File: src/rtl/sp_bank_pkg.sv
package sp_bank_pkg;

   typedef enum logic [1:0] {
      SEL_SP   = 2'd0,
      SEL_MAIN = 2'd1,
      SEL_PROC = 2'd2,
      SEL_CTRL = 2'd3
   } sp_sel_e;

   typedef enum logic [1:0] {
      BOOT_REQ  = 2'd0,
      BOOT_LOAD = 2'd1,
      BOOT_DONE = 2'd2
   } boot_st_e;

   typedef struct packed {
      logic main_we;
      logic proc_we;
      logic ctl_we;
      logic fault;
      logic rd_ok;
      logic pick_main;
      logic pick_proc;
      logic pick_ctl;
   } sp_grant_t;

endpackage

File: src/rtl/sp_boot_fetch.sv
module sp_boot_fetch
   import sp_bank_pkg::*;
#(
   parameter int unsigned          DATA_W    = 32,
   parameter int unsigned          ADDR_W    = 32,
   parameter logic [ADDR_W-1:0]    BOOT_ADDR = '0
) (
   input  logic              clk,
   input  logic              rst_n,
   input  logic              mem_rvalid,
   input  logic [DATA_W-1:0] mem_rdata,
   output logic              mem_req,
   output logic [ADDR_W-1:0] mem_addr,
   output logic              busy,
   output logic              load_we,
   output logic [DATA_W-1:0] load_data
);

   boot_st_e          st_q;
   logic [DATA_W-1:0] hold_q;

   always_ff @(posedge clk) begin
      if (!rst_n) begin
         st_q   <= BOOT_REQ;
         hold_q <= '0;
      end else begin
         unique case (st_q)
            BOOT_REQ: begin
               if (mem_rvalid) begin
                  hold_q <= mem_rdata;
                  st_q   <= BOOT_LOAD;
               end
            end
            BOOT_LOAD: st_q <= BOOT_DONE;
            default:   st_q <= BOOT_DONE;
         endcase
      end
   end

   assign mem_req   = (st_q == BOOT_REQ);
   assign mem_addr  = BOOT_ADDR;
   assign busy      = (st_q != BOOT_DONE);
   assign load_we   = (st_q == BOOT_LOAD);
   assign load_data = hold_q;

   // the request stays up until data returns
   p_req_held_r2 : assert property (@(posedge clk) disable iff (!rst_n)
      (mem_req && !mem_rvalid) |=> mem_req);

   // the load happens once and ends the busy phase
   p_load_once_r2 : assert property (@(posedge clk) disable iff (!rst_n)
      load_we |=> (!busy && !load_we));

endmodule

File: src/rtl/sp_access_guard.sv
module sp_access_guard
   import sp_bank_pkg::*;
(
   input  logic      clk,
   input  logic      rst_n,
   input  logic      busy,
   input  logic      handler_mode,
   input  logic      priv,
   input  logic      ctl,
   input  logic [1:0] acc_sel,
   input  logic      rd_en,
   input  logic      wr_en,
   output sp_grant_t grant
);

   logic active_proc;
   logic tgt_main;
   logic tgt_proc;
   logic tgt_ctl;
   logic need_priv;
   logic live;

   assign active_proc = !handler_mode && ctl;
   assign live        = (rd_en || wr_en) && !busy;

   always_comb begin
      tgt_main  = 1'b0;
      tgt_proc  = 1'b0;
      tgt_ctl   = 1'b0;
      need_priv = 1'b0;
      unique case (sp_sel_e'(acc_sel))
         SEL_SP: begin
            tgt_main = !active_proc;
            tgt_proc = active_proc;
         end
         SEL_MAIN: begin
            tgt_main  = 1'b1;
            need_priv = 1'b1;
         end
         SEL_PROC: tgt_proc = 1'b1;
         default: begin
            tgt_ctl   = 1'b1;
            need_priv = wr_en;
         end
      endcase
   end

   always_comb begin
      grant.fault     = live && need_priv && !priv;
      grant.main_we   = wr_en && !busy && !grant.fault && tgt_main;
      grant.proc_we   = wr_en && !busy && !grant.fault && tgt_proc;
      grant.ctl_we    = wr_en && !busy && !grant.fault && tgt_ctl;
      grant.rd_ok     = rd_en && !busy && !grant.fault;
      grant.pick_main = tgt_main;
      grant.pick_proc = tgt_proc;
      grant.pick_ctl  = tgt_ctl;
   end

   // nothing is granted while the boot fetch runs
   p_busy_no_grant_r3 : assert property (@(posedge clk) disable iff (!rst_n)
      busy |-> !(grant.main_we || grant.proc_we || grant.ctl_we || grant.rd_ok));

   // in handler mode the architectural name never reaches the process copy
   p_handler_main_r6 : assert property (@(posedge clk) disable iff (!rst_n)
      (handler_mode && acc_sel == 2'd0) |-> !grant.proc_we);

endmodule

File: src/rtl/sp_bank_regs.sv
module sp_bank_regs #(
   parameter int unsigned DATA_W     = 32,
   parameter int unsigned ALIGN_BITS = 2
) (
   input  logic              clk,
   input  logic              rst_n,
   input  logic              main_we,
   input  logic              proc_we,
   input  logic              load_we,
   input  logic [DATA_W-1:0] load_data,
   input  logic [DATA_W-1:0] wr_data,
   output logic [DATA_W-1:0] main_q,
   output logic [DATA_W-1:0] proc_q
);

   logic [DATA_W-1:0] wr_al;
   logic [DATA_W-1:0] load_al;

   generate
      if (ALIGN_BITS == 0) begin : g_no_align
         assign wr_al   = wr_data;
         assign load_al = load_data;
      end else begin : g_align
         localparam logic [DATA_W-1:0] KEEP_MASK = {{(DATA_W-ALIGN_BITS){1'b1}}, {ALIGN_BITS{1'b0}}};
         assign wr_al   = wr_data & KEEP_MASK;
         assign load_al = load_data & KEEP_MASK;

         // both copies always hold aligned values
         p_aligned_r9 : assert property (@(posedge clk) disable iff (!rst_n)
            (main_q[ALIGN_BITS-1:0] == '0) && (proc_q[ALIGN_BITS-1:0] == '0));
      end
   endgenerate

   always_ff @(posedge clk) begin
      if (!rst_n) begin
         main_q <= '0;
         proc_q <= '0;
      end else begin
         if (load_we) begin
            main_q <= load_al;
         end else if (main_we) begin
            main_q <= wr_al;
         end
         if (proc_we) begin
            proc_q <= wr_al;
         end
      end
   end

   // the boot load never meets a port write
   p_load_excl_r3 : assert property (@(posedge clk) disable iff (!rst_n)
      load_we |-> !(main_we || proc_we));

   // a written copy shows the new value at the next edge
   p_proc_update_r11 : assert property (@(posedge clk) disable iff (!rst_n)
      proc_we |=> (proc_q == $past(wr_al)));

endmodule

File: src/rtl/sp_bank_unit.sv
module sp_bank_unit
   import sp_bank_pkg::*;
#(
   parameter int unsigned          DATA_W     = 32,
   parameter int unsigned          ADDR_W     = 32,
   parameter int unsigned          ALIGN_BITS = 2,
   parameter logic [ADDR_W-1:0]    BOOT_ADDR  = '0
) (
   input  logic              clk,
   input  logic              rst_n,
   input  logic              handler_mode,
   input  logic              priv,
   input  logic [1:0]        acc_sel,
   input  logic              rd_en,
   input  logic              wr_en,
   input  logic [DATA_W-1:0] wr_data,
   output logic [DATA_W-1:0] rd_data,
   output logic              acc_fault,
   output logic              boot_busy,
   output logic              mem_req,
   output logic [ADDR_W-1:0] mem_addr,
   input  logic              mem_rvalid,
   input  logic [DATA_W-1:0] mem_rdata
);

   localparam int unsigned CTL_PAD = DATA_W - 1;

   generate
      if (DATA_W < 8) begin : g_bad_width
         $error("sp_bank_unit: DATA_W must be at least 8");
      end
      if (ALIGN_BITS >= DATA_W) begin : g_bad_align
         $error("sp_bank_unit: ALIGN_BITS must be below DATA_W");
      end
   endgenerate

   sp_grant_t         grant;
   logic              ctl_q;
   logic              load_we;
   logic [DATA_W-1:0] load_data;
   logic [DATA_W-1:0] main_q;
   logic [DATA_W-1:0] proc_q;

   sp_boot_fetch #(
      .DATA_W   (DATA_W),
      .ADDR_W   (ADDR_W),
      .BOOT_ADDR(BOOT_ADDR)
   ) u_boot (
      .clk       (clk),
      .rst_n     (rst_n),
      .mem_rvalid(mem_rvalid),
      .mem_rdata (mem_rdata),
      .mem_req   (mem_req),
      .mem_addr  (mem_addr),
      .busy      (boot_busy),
      .load_we   (load_we),
      .load_data (load_data)
   );

   sp_access_guard u_guard (
      .clk         (clk),
      .rst_n       (rst_n),
      .busy        (boot_busy),
      .handler_mode(handler_mode),
      .priv        (priv),
      .ctl         (ctl_q),
      .acc_sel     (acc_sel),
      .rd_en       (rd_en),
      .wr_en       (wr_en),
      .grant       (grant)
   );

   sp_bank_regs #(
      .DATA_W    (DATA_W),
      .ALIGN_BITS(ALIGN_BITS)
   ) u_regs (
      .clk      (clk),
      .rst_n    (rst_n),
      .main_we  (grant.main_we),
      .proc_we  (grant.proc_we),
      .load_we  (load_we),
      .load_data(load_data),
      .wr_data  (wr_data),
      .main_q   (main_q),
      .proc_q   (proc_q)
   );

   always_ff @(posedge clk) begin
      if (!rst_n) begin
         ctl_q <= 1'b0;
      end else if (grant.ctl_we) begin
         ctl_q <= wr_data[0];
      end
   end

   always_comb begin
      rd_data = '0;
      if (grant.rd_ok) begin
         if (grant.pick_main) begin
            rd_data = main_q;
         end else if (grant.pick_proc) begin
            rd_data = proc_q;
         end else if (grant.pick_ctl) begin
            rd_data = {{CTL_PAD{1'b0}}, ctl_q};
         end
      end
   end

   assign acc_fault = grant.fault;

   // the port stays silent during the boot fetch
   p_busy_quiet_r3 : assert property (@(posedge clk) disable iff (!rst_n)
      boot_busy |-> (!acc_fault && rd_data == '0));

   // a refused write leaves the main copy as it was
   p_main_keep_r7 : assert property (@(posedge clk) disable iff (!rst_n)
      (acc_fault && wr_en && !boot_busy) |=> $stable(main_q));

   // an unprivileged request never moves the control bit
   p_ctl_priv_r10 : assert property (@(posedge clk) disable iff (!rst_n)
      (wr_en && !priv) |=> $stable(ctl_q));

   // the architectural read in handler mode returns the main copy
   p_handler_read_r6 : assert property (@(posedge clk) disable iff (!rst_n)
      (!boot_busy && handler_mode && rd_en && acc_sel == 2'd0) |-> (rd_data == main_q));

   // the control bit leaves reset cleared while the fetch is pending
   p_reset_ctl_r1 : assert property (@(posedge clk) disable iff (!rst_n)
      mem_req |-> !ctl_q);

endmodule

File: config.mk
export PLATFORM = sky130hd
export DESIGN_NAME = sp_bank_unit
export DESIGN_NICKNAME = d
export VERILOG_FILES = /design/src/rtl/sp_bank_pkg.sv /design/src/rtl/sp_boot_fetch.sv /design/src/rtl/sp_access_guard.sv /design/src/rtl/sp_bank_regs.sv /design/src/rtl/sp_bank_unit.sv
export SDC_FILE = /design/constraint.sdc
export NUM_CORES = 1
export LEC_CHECK = 0
export ABC_AREA = 1
export BUFFER_PORTS_ARGS = -buffer_cell sky130_fd_sc_hd__buf_2
export CORE_MARGIN = 2
export CORE_UTILIZATION = 40
export CTS_CLUSTER_SIZE = 30
export DETAILED_ROUTE_END_ITERATION = 6
export RECOVER_POWER = 50
export SYNTH_ARGS = -nofsm -noshare
export SYNTH_HDL_FRONTEND = slang
export SYNTH_SLANG_ARGS = --single-unit
File: constraint.sdc
create_clock -name clk -period 4 [get_ports clk]
set_input_delay 1 -clock clk [delete_from_list [all_inputs] [get_ports clk]]
set_output_delay 1 -clock clk [all_outputs]
set_load 0.01 [all_outputs]
---- Word level (Yosys, flattened, before mapping) ----
Cells that the tools add are included.
cells by class
  equality and inequality tests ........... 5
  muxes and demuxes ....................... 12
  reduce and logical (&&, ||, !) cells .... 24
operator list
  cell                                                                      count
  32-bit two-way mux                                                        5
  1-bit logical AND                                                         11
  1-bit one-hot mux with 2 select lines                                     3
  1-bit zero test                                                           5
  2-bit by 1-bit == test with 1-bit output (second input constant)          2
  2-bit zero test                                                           2
  2-bit two-way mux                                                         2
  2-bit AND reduction                                                       2
  3-bit OR reduction                                                        1
  2-bit == test (second input constant)                                     1
  1-bit two-way mux                                                         2
  2-bit by 1-bit inequality test with 1-bit output (second input constant)  1
  2-bit inequality test (second input constant)                             1
  2-bit nonzero test                                                        1
  2-bit OR reduction                                                        1
  1-bit logical OR                                                          1
word-level totals
  bits in registers ....................... 95
  input port bits ......................... 73
  word-level logic and storage cells ...... 47

---- Logic depth before layout (Yosys ltp) ----
Gate-level depths: netlist of the first run.
  depth in word-level cells ............... 10
  gate-level depth with buffers ........... 9
  mapped depth without buffers ............ 8

---- Hierarchy ----
A second synthesis of the first run with hierarchy kept.
unflattened totals
  cells, all modules ...................... 762
  area total of the unflattened synthesis .. 5311.3 um^2
modules (own cells, without submodules)
  module           times used  cells each  area each (um^2)
  sp_bank_regs     1           363         2861.5
  sp_boot_fetch    1           253         1747.9
  sp_bank_unit     1           119         556.8
  sp_access_guard  1           27          145.1

---- Worst setup path before layout of the first run ----
Ideal clock, no wire load.
  path type ............................... in2out
  start ................................... input handler_mode
  end ..................................... output rd_data[11]
  arrival ................................. 1853 ps
  slack ................................... 1147 ps
  stages on the path ...................... 8
  path buffers ............................ 1
  path through ............................ inv_1 > nand2_1 > nand2_1 > nand2_1 > inv_1 > clkbuf_1 > nand2_1 > a21oi_1
between the ends
  word-level cells in the longest chain between the ends .. 6
  elaborated cells on any way between the ends .. 8
  those cells by class .................... mux (5); reduce/logical (3)
RTL lines
  item                                                                                RTL line                                      text
  start, declared                                                                     sp_bank_unit.sv:11                            input logic handler_mode,
  1-bit zero test (*)                                                                 sp_access_guard.sv:23                         assign active_proc = !handler_mode && ctl;
  1-bit logical AND (*)                                                               sp_access_guard.sv:23
  1-bit one-hot mux with 2 select lines / 1-bit zero test (equally long branches)     sp_access_guard.sv:31, sp_access_guard.sv:33
  32-bit two-way mux / 1-bit one-hot mux with 2 select lines (equally long branches)  sp_bank_unit.sv:101, sp_access_guard.sv:31
  32-bit two-way mux (*)                                                              sp_bank_unit.sv:99                            if (grant.pick_main) begin
  32-bit two-way mux (*)                                                              sp_bank_unit.sv:98                            if (grant.rd_ok) begin
  end, declared                                                                       sp_bank_unit.sv:17                            output logic [DATA_W-1:0] rd_data,
Mark *: on every way between the ends. The rest lies on a longest branch, timed or not.

---- Worst setup path in the final report of the first run ----
  start ................................... input acc_sel[0]
  end ..................................... output rd_data[9]
between the ends
  word-level cells in the longest chain between the ends .. 8
  elaborated cells on any way between the ends .. 14
  those cells by class .................... eq/ne (2); mux (6); reduce/logical (6)
RTL lines
  item                                                     RTL line               text
  start, declared                                          sp_bank_unit.sv:13     input logic [1:0] acc_sel,
  2-bit == test / 2-bit zero test (equally long branches)  sp_access_guard.sv:31  unique case (sp_sel_e'(acc_sel))
  2-bit OR reduction (no source line)                      n/a
  1-bit one-hot mux with 2 select lines                    sp_access_guard.sv:31
  1-bit logical AND (2 in a row)                           sp_access_guard.sv:49  grant.fault = live && need_priv && !priv;
  1-bit zero test                                          sp_access_guard.sv:53  grant.rd_ok = rd_en && !busy && !grant.fault;
  1-bit logical AND                                        sp_access_guard.sv:53
  32-bit two-way mux (*)                                   sp_bank_unit.sv:98
Marked as above.

==> results of run 1 <==
[worst max-delay path: cells and delay by family]
family | cells | cell delay [ns]
buffers and inverters | 4 | 0.76
and+or+nand+nor | 2 | 0.34
AOI/OAI and AO/OA | 2 | 0.32
[cell families (layout without fill, tap and decap cells)]
kind of cell           after synthesis  in the layout  share of synthesized area (%)
and+or+nand+nor                    331            331                           29.2
AOI/OAI and AO/OA                  150            150                           15.9
buffers and inverters              139            183                           15.3
DFF                                 93             93                           39.5
other                                1             33                         0.0795
[layer usage]
layer | up-vias | global-route usage, % | wire, microns
li1 | 2373 | - | -
met1 | 2071 | 27.2 | 5770
met2 | 167 | 33.8 | 6150
met3 | 19 | 2.75 | 798
met4 | 0 | 7.72 | 223
met5 | - | 0 | 0
[registers in the layout, summed over array words and instances, names as in the netlist]
| register | flops |
|---|---|
| ctl_q | 1 |
| u_boot.load_data | 30 |
| u_boot.st_q | 2 |
| u_regs.main_q | 30 |
| u_regs.proc_q | 30 |
[cell type report]
type	count	area (sq um)	share of cell area, %
Clock buffer	12	246	4.59
Multi-Input combinational cell	514	2250	41.8
Timing Repair Buffer	114	593	11.0
Sequential cell	93	1860	34.7
Tap cell	143	179	3.33
Clock inverter	4	47.5	0.885
Inverter	53	199	3.70
[layout by cell type (no fill, tap or decap), types with 2 or more instances in the layout]
cell and n:
o21ai_0 75, nor2_1 99, buf_4 10, inv_1 50, nand2_2 2, clkbuf_16 9, a21oi_1 75, clkbuf_1 4
inv_2 3, nand3_1 47, conb_1 33, dfxtp_1 93, clkinv_2 2, nand2_1 148, nor3_1 31, buf_2 101
[worst min path at each step]
stage / depth (start not counted) / slack (ns) / from / end
floorplan: 2 / 0.42 / u_boot.load_data[10] / u_boot.load_data[10]
global placement: 2 / 0.43 / u_boot.load_data[5] / u_boot.load_data[5]
detailed placement: 2 / 0.44 / u_boot.load_data[3] / u_boot.load_data[3]
CTS: 2 / 0.45 / u_boot.load_data[3] / u_boot.load_data[3]
global route: 2 / 0.48 / u_boot.load_data[11] / u_boot.load_data[11]
finish: 2 / 0.45 / u_boot.load_data[3] / u_boot.load_data[3]
[power breakdown]
part | internal, mW | switching [mW]
logic | 0.106 | 0.206
registers | 0.987 | 0.0277
clock network | 0.500 | 0.348
[metrics by stage]
| stage | setup WS (ns) | instances | utilization (%) | power [mW] |
|---|---|---|---|---|
| floorplan | 1.15 | 746 | - | 1.28 |
| global placement | 0.631 | 917 | 44.4 | 1.34 |
| detailed placement | 0.624 | 917 | 44.4 | 1.35 |
| CTS | 0.622 | 933 | 47.0 | 2.19 |
| global route | 0.260 | 933 | 46.9 | 2.28 |
| finish | 0.565 | 933 | 46.9 | 2.17 |
==> results.yml, run 1 <==
yosys:
  seq_area_frac_synth_pct: 39.5
  synth_cell_types: 21
  synth_ff_type: "dfxtp_1"
  ys_warn_count: 0
  synthTopCellsByCount: "147 x nand2_1, 99 x nor2_1, 93 x dfxtp_1"
  syn_area_sq_um: 4720
  async_flop_share_pct: 0
  synth_area_leader_cell: "dfxtp_1"
  synth-seq-cells: 93
  synth_area_leaders: "dfxtp_1 39%, nand2_1 12%, a21oi_1 8.0%, o21ai_0 8.0%, nor2_1 7.9%"
  synth_most_common_cell: "nand2_1"
  synth_edf_count: 0
  synth.top_cell.area_share_pct: 39.5
  syn-mean-instance-area_sq_um: 6.61
  syn_inst: 714
global_route:
  grt_pass1_vias: 4168
  grt_pass1_wl_microns: 20800
  grt_max_degree: 92
  grt_overflow: 0
  grt_use_total_pct: 20.4
  antenna_found_initial: 0
route:
  totalWireLength_microns: 12900
  wl_per_cell_microns: 13.9
  drc_errors: 0
  vias: 4630
  postRouteAntennaNets: 0
  drt_iter0_drc: 280
  via_per_inst: 4.96
  first_pass_iters: 5
worst_setup_path:
  crit_type: "in -> out"
  endpoint: "rd_data[9]"
  cp_cell_sequence: "clkbuf_1 > inv_1 > nor2_1 > o21ai_0 > nand4_1 > buf_4 > a21oi_1 > buf_2"
  cp_slowest_cell: "buf_4"
  crit_arrival_ns: 2.43
  worstPathRequired_ns: 3.00
  slowest_delay_ns: 0.38
  cp_max_fo: 31
  crit_path_end_kind: "output port"
  startpoint_type: "input pin"
  startpoint: "acc_sel[0]"
  reg2reg_to: "u_regs.main_q[25]"
  r2r_cells: 6
  r2r_setup_slack_ns: 0.97
  reg2reg_from: "u_boot.st_q[1]"
floorplanning:
  fp-row-count: 39
  coreArea_sq_um: 11500
  dieWidth_microns: 113
  start_util_pct: 41.1
  fp.dieH_microns: 113
  ios: 140
  die-area_sq_um: 12700
place:
  gp_congestion: 0.832
  io_buffers: 103
  postPlaceCellArea_sq_um: 5090
  hpwl_microns: 8390
sta:
  max_slew_margin_pct: -34.5
  finalHoldViolCount: 0
  tightestPinTransition_ns: 2.01
  fmax_ghz: 0.291
  finalSetupTns_ns: 0
  clock_skew_ns: 0.00562
  rsz0062_at_grt: "no"
  min_period_ns: 3.43
  maxSlewViolCount: 153
  min_period_over_period_pct: 85.9
  setup_viol_count_final: 0
  holdWs_ns: 0.446
cells_and_area:
  area_growth_pct: 13.9
  final_cell_area_sq_um: 5370
  drive_gt1_share_pct: 17.0
  num-fill-cells: 1233
  diodes: 0
  nets: 858
clocking:
  post-cts-setup-buffers: 0
  clockRootBuffer: "clkbuf_16"
  cts_resized: 0
  cts_tree: "done"
  insertion_delay_ns: 0.34
  htreeDepth: 3
  ctsHoldBuffers: 0
  clock_path_buffers: 2
  clkSinkCount: 93
  cts_buffers: 9
  clkTransAtPathRegs_ns: 0.06
outcome:
  violations: "capacitance limit, slew limit"
  status: "complete, but fails checks"
job:
  maxCapViolCount: 2
worst_hold_path:
  min_path_type: "reg -> reg"
power:
  peakVddDrop_v: 0.000193
  powerDensity_nw_per_um2: 405
  p_leak_nw: 2.53
Note: power is estimated with default switching activity, not from simulation.
==> inputs of run 2 (changes only) <==
==> constraint.sdc (replaced) <==
create_clock -name clk -period 4 [get_ports clk]
set_input_delay 1 -clock clk [delete_from_list [all_inputs] [get_ports clk]]
set_output_delay 1 -clock clk [all_outputs]
set_load 0.005 [all_outputs]
==> run 2 against run 1 <==
Against the previous run:
- the flow still finishes with violations (capacitance limit, slew limit)
- register-to-register slack improved by 0.02 ns
- largest cell class unchanged
- clock skew decreased by 0.0020 ns
- die area unchanged
- clock power decreased by 2%
- critical endpoint is now rd_data[12]
- maximum frequency decreased by 0.17%
- global-route usage decreased by 0.14 points
- final cell count decreased by 0.32%
- wire length decreased by 0.33%
- worst hold slack improved by 0.0019 ns
- critical path type unchanged
- sequential power about the same
==> results.yml, run 2 (synthesis gave the netlist of run 1 again) <==
sta:
  finalHoldViolCount: 0
  rsz0062_at_grt: "no"
  clock_skew_ns: 0.00361
  max_slew_margin_pct: -34.7
  setup_viol_count_final: 0
  maxSlewViolCount: 153
  tightestPinTransition_ns: 2.01
  min_period_over_period_pct: 86.0
  min_period_ns: 3.44
  fmax_ghz: 0.291
  finalSetupTns_ns: 0
  finalWorstSetupSlack_ns: 0.560
global_route:
  grt_pass1_vias: 4195
  grt_overflow: 0
  grt_pass1_wl_microns: 20700
  grt_use_total_pct: 20.3
  antenna_found_initial: 1
  grt_max_degree: 92
power:
  power_frac_clock_pct: 38.7
  p_leak_nw: 2.52
  swShare_pct: 26.2
  p_sw_mw: 0.564
  pwr-share-seq_pct: 47.2
  comb_power_share_pct: 14.1
  peakVddDrop_v: 0.000195
  powerDensity_nw_per_um2: 402
  internal-power_mw: 1.59
floorplanning:
  start_util_pct: 41.1
  ios: 140
  dieWidth_microns: 113
  die-area_sq_um: 12700
  fp.dieH_microns: 113
  fp-row-count: 39
  coreArea_sq_um: 11500
clocking:
  ctsHoldBuffers: 0
  cts_tree: "done"
  clockRootBuffer: "clkbuf_16"
  cts_resized: 0
  clock_path_buffers: 2
  htreeDepth: 3
  cts_buffers: 9
  post-cts-setup-buffers: 0
  clkSinkCount: 93
  clkTransAtPathRegs_ns: 0.06
  insertion_delay_ns: 0.34
route:
  via_per_inst: 4.97
  wl_per_cell_microns: 13.9
  drt_iter0_drc: 265
  totalWireLength_microns: 12900
  postRouteAntennaNets: 0
  drc_errors: 0
  first_pass_iters: 5
  vias: 4622
cells_and_area:
  area_growth_pct: 13.5
  nets: 857
  final_common_cell: "nand2_1"
  diodes: 0
  fin_util_pct: 46.7
  drive_gt1_share_pct: 16.8
  num-fill-cells: 1213
  final_cell_mix: "148 x nand2_1, 102 x buf_2, 99 x nor2_1"
place:
  dp_slack_ns: 0.608
  gp_congestion: 0.828
  hpwl_microns: 8250
  io_buffers: 103
outcome:
  status: "complete, but fails checks"
  violations: "capacitance limit, slew limit"
worst_setup_path:
  crit_arrival_ns: 2.44
  path_common_cell: "buf_2"
  cp_cell_sequence: "buf_2 > inv_1 > nor2_1 > o21ai_0 > nand4_1 > buf_4 > a21oi_1 > buf_2"
  cp_max_fo: 31
  worstPathRequired_ns: 3.00
  cp_slowest_cell: "buf_4"
  startpoint_type: "input pin"
  crit_type: "in -> out"
  slowest_delay_ns: 0.37
  crit_path_end_kind: "output port"
worst_hold_path:
  min_path_type: "reg -> reg"
job:
  maxCapViolCount: 2
==> run 2: changes by cell type in the layout (fill, tap and decap cells not counted) <==
cell        change
buf_2           +1
buf_4           -1
clkbuf_1        -1
clkinv_2        -1
clkinvlp_4      -1
==> run 2: critical path, delay by kind of cell <==
| kind | cells | cell delay (ns) |
|---|---|---|
| buf+inv | 4 | 0.70 |
| simple gates | 2 | 0.41 |
| compound gates | 2 | 0.34 |
==> run 2: final timing paths <==
path / to / slack (ns) / depth (start not counted) / start
min: u_boot.load_data[3] / 0.45 / 2 / u_boot.load_data[3]
max: rd_data[12] / 0.56 / 8 / acc_sel[0]
min reg2reg: u_boot.load_data[3] / 0.45 / 2 / u_boot.load_data[3]
max reg2reg: u_regs.main_q[12] / 0.99 / 5 / u_boot.st_q[1]
==> run 2: metrics by stage <==
step	instance area, sq um	total power, mW	std cells	hold WS, ns
final	5350	2.15	930	0.448
after floorplan	4840	1.27	746	0.425
after CTS	5370	2.17	930	0.452
after detailed placement	5090	1.34	916	0.443
after global placement	5090	1.33	916	0.437
after global routing	5350	2.25	930	0.462
==> run 2: cell type report <==
class / count / area (sq um) / share of cell area, %
clock buffers: 12 / 246 / 4.60
repair buffers: 113 / 587 / 11.0
multi-input cells: 514 / 2250 / 41.9
well taps: 143 / 179 / 3.34
flip-flops and latches: 93 / 1860 / 34.8
inverters: 53 / 199 / 3.72
clock inverters: 2 / 35.0 / 0.654
==> run 2: metal layers <==
metal | vias up | global-route usage [%] | wire (microns)
li1 | 2355 | - | -
met1 | 2078 | 25.9 | 5650
met2 | 169 | 33.7 | 6080
met3 | 20 | 3.56 | 876
met4 | 0 | 8.86 | 289
met5 | - | 0 | 0
==> run 2: power groups by stage <==
stage | combinational, mW | clock (mW) | sequential (mW)
after detailed placement | 0.303 | 0 | 1.03
after floorplan | 0.241 | 0 | 1.03
after global routing | 0.350 | 0.883 | 1.02
final | 0.304 | 0.833 | 1.01
after global placement | 0.298 | 0 | 1.03
after CTS | 0.305 | 0.848 | 1.01
==> inputs of run 3 (changes only) <==
--- a/config.mk
+++ b/config.mk
@@ -6,9 +6,10 @@
 export NUM_CORES = 1
 export LEC_CHECK = 0
 export ABC_AREA = 1
-export BUFFER_PORTS_ARGS = -buffer_cell sky130_fd_sc_hd__buf_2
+export BUFFER_PORTS_ARGS = -buffer_cell sky130_fd_sc_hd__clkbuf_2
 export CORE_MARGIN = 2
 export CORE_UTILIZATION = 40
+export CTS_BUF_LIST = sky130_fd_sc_hd__clkbuf_8
 export CTS_CLUSTER_SIZE = 30
 export DETAILED_ROUTE_END_ITERATION = 6
 export RECOVER_POWER = 50
==> run 3 against run 2 <==
Against the previous run:
- the flow still finishes with violations (capacitance limit, slew limit)
- register-to-register slack barely moved
- setup slack improved by 0.0091 ns
- die area did not move
- critical path type is now in -> reg
- largest cell class unchanged
- highest routed layer unchanged
==> results.yml, run 3 (synthesis gave the netlist of run 1 again) <==
clocking:
  htreeDepth: 3
  clkSinkCount: 93
  post-cts-setup-buffers: 0
  ctsHoldBuffers: 0
  clkTransAtPathRegs_ns: 0.09
  cts_tree: "done"
  cts_resized: 0
  clock_path_buffers: 2
  clockRootBuffer: "clkbuf_8"
  cts_buffers: 9
  insertion_delay_ns: 0.36
route:
  vias: 4571
  postRouteAntennaNets: 0
  first_pass_iters: 5
  drc_errors: 0
  via_per_inst: 4.90
  totalWireLength_microns: 12800
  drt_iter0_drc: 315
  wl_per_cell_microns: 13.7
floorplanning:
  fp.dieH_microns: 113
  die-area_sq_um: 12700
  ios: 140
  dieWidth_microns: 113
  coreArea_sq_um: 11500
  start_util_pct: 41.1
  fp-row-count: 39
global_route:
  grt_pass1_vias: 4010
  grt_use_total_pct: 19.8
  grt_overflow: 0
  grt_max_degree: 92
  grt_pass1_wl_microns: 20300
  antenna_found_initial: 0
cells_and_area:
  nets: 858
  final_common_cell: "nand2_1"
  drive_gt1_share_pct: 16.8
  diodes: 0
  final_cell_mix: "148 x nand2_1, 102 x clkbuf_2, 99 x nor2_1"
  area_growth_pct: 12.1
outcome:
  violations: "capacitance limit, slew limit"
  status: "complete, but fails checks"
worst_setup_path:
  reg2reg_to: "u_regs.main_q[15]"
  r2r_setup_slack_ns: 1.00
  reg2reg_from: "u_boot.st_q[1]"
  worstPathRequired_ns: 4.25
  startpoint_type: "input pin"
  crit_type: "in -> reg"
  r2r_cells: 6
  cp_max_fo: 60
  crit_path_end_kind: "flip-flop"
  crit_arrival_ns: 3.68
power:
  peakVddDrop_v: 0.000158
  powerDensity_nw_per_um2: 377
  p_leak_nw: 2.48
  fin_total_pwr_mw: 1.99
sta:
  setup_viol_count_final: 0
  maxSlewViolCount: 153
  clock_skew_ns: 0.00962
  tightestPinTransition_ns: 1.96
  rsz0062_at_grt: "no"
  finalHoldViolCount: 0
  min_period_over_period_pct: 85.8
  min_period_ns: 3.43
  finalSetupTns_ns: 0
  max_slew_margin_pct: -30.8
  fmax_ghz: 0.291
place:
  gp_congestion: 0.836
  hpwl_microns: 8320
  io_buffers: 103
job:
  maxCapViolCount: 2
worst_hold_path:
  min_path_type: "reg -> reg"
  holdPathStages: 2
  hold_end: "u_boot.load_data[5]"
  worstHoldStart: "u_boot.load_data[5]"
==> run 3: changes by cell type in the layout (fill, tap and decap cells not counted), sizes merged <==
cell      delta
buf        -101
bufinv       +1
clkbuf      +99
clkinvlp     +1
inv          +3
==> run 3: stage by stage <==
step | std cells | instance area, sq um | hold WS (ns) | utilization (%) | worst slack [ns]
2_1_floorplan | 746 | 4840 | 0.425 | - | 1.22
3_3_place_gp | 917 | 5110 | 0.438 | 44.5 | 0.653
3_5_place_dp | 917 | 5110 | 0.439 | 44.5 | 0.621
4_1_cts | 933 | 5310 | 0.453 | 46.3 | 0.615
5_1_grt | 933 | 5290 | 0.476 | 46.1 | 0.312
6_report | 933 | 5290 | 0.451 | 46.1 | 0.569
==> run 3: layout make-up <==
cell class / instances / area [sq um]
Fill cell: 1226 / 6180
Clock buffer: 9 / 124
Clock inverter: 7 / 83.8
Timing Repair Buffer: 114 / 593
Inverter: 53 / 199
Multi-Input combinational cell: 514 / 2250
Sequential cell: 93 / 1860
Tap cell: 143 / 179
==> run 3: routing by layer <==
metal | GRT usage (%) | part of all wire [%] | vias up
met4 | 8.05 | 2.4 | 0
met3 | 2.43 | 5.2 | 19
met5 | 0 | 0 | -
li1 | - | - | 2358
met2 | 31.4 | 46 | 155
met1 | 27.5 | 46 | 2039
==> run 3: where the power goes <==
part	switching (mW)	total, mW	leakage (nW)	internal, mW
clock	0.328	0.673	0.113	0.345
combinational	0.198	0.304	1.61	0.106
sequential	0.0279	1.01	0.762	0.986
total	0.554	1.99	2.48	1.44
==> run 3: worst max-delay path: stages <==
cell,delay (ns)
clkbuf_1,0.24
nand3_4,0.23
buf_4,0.29
nor2_4,0.13
nand2_1,1.13
a21oi_1,0.54
nor2_1,0.09
==> run 3: worst max path at each step <==
stage                 start                end  slack, ns  cells past startpoint
5_1_grt               wr_en  u_regs.main_q[15]       0.31                      7
6_report              wr_en  u_regs.main_q[15]       0.57                      7
4_1_cts          acc_sel[0]         rd_data[9]       0.62                      8
2_1_floorplan  handler_mode        rd_data[11]       1.22                      8
3_3_place_gp     acc_sel[0]         rd_data[9]       0.65                      8
3_5_place_dp     acc_sel[0]         rd_data[9]       0.62                      8
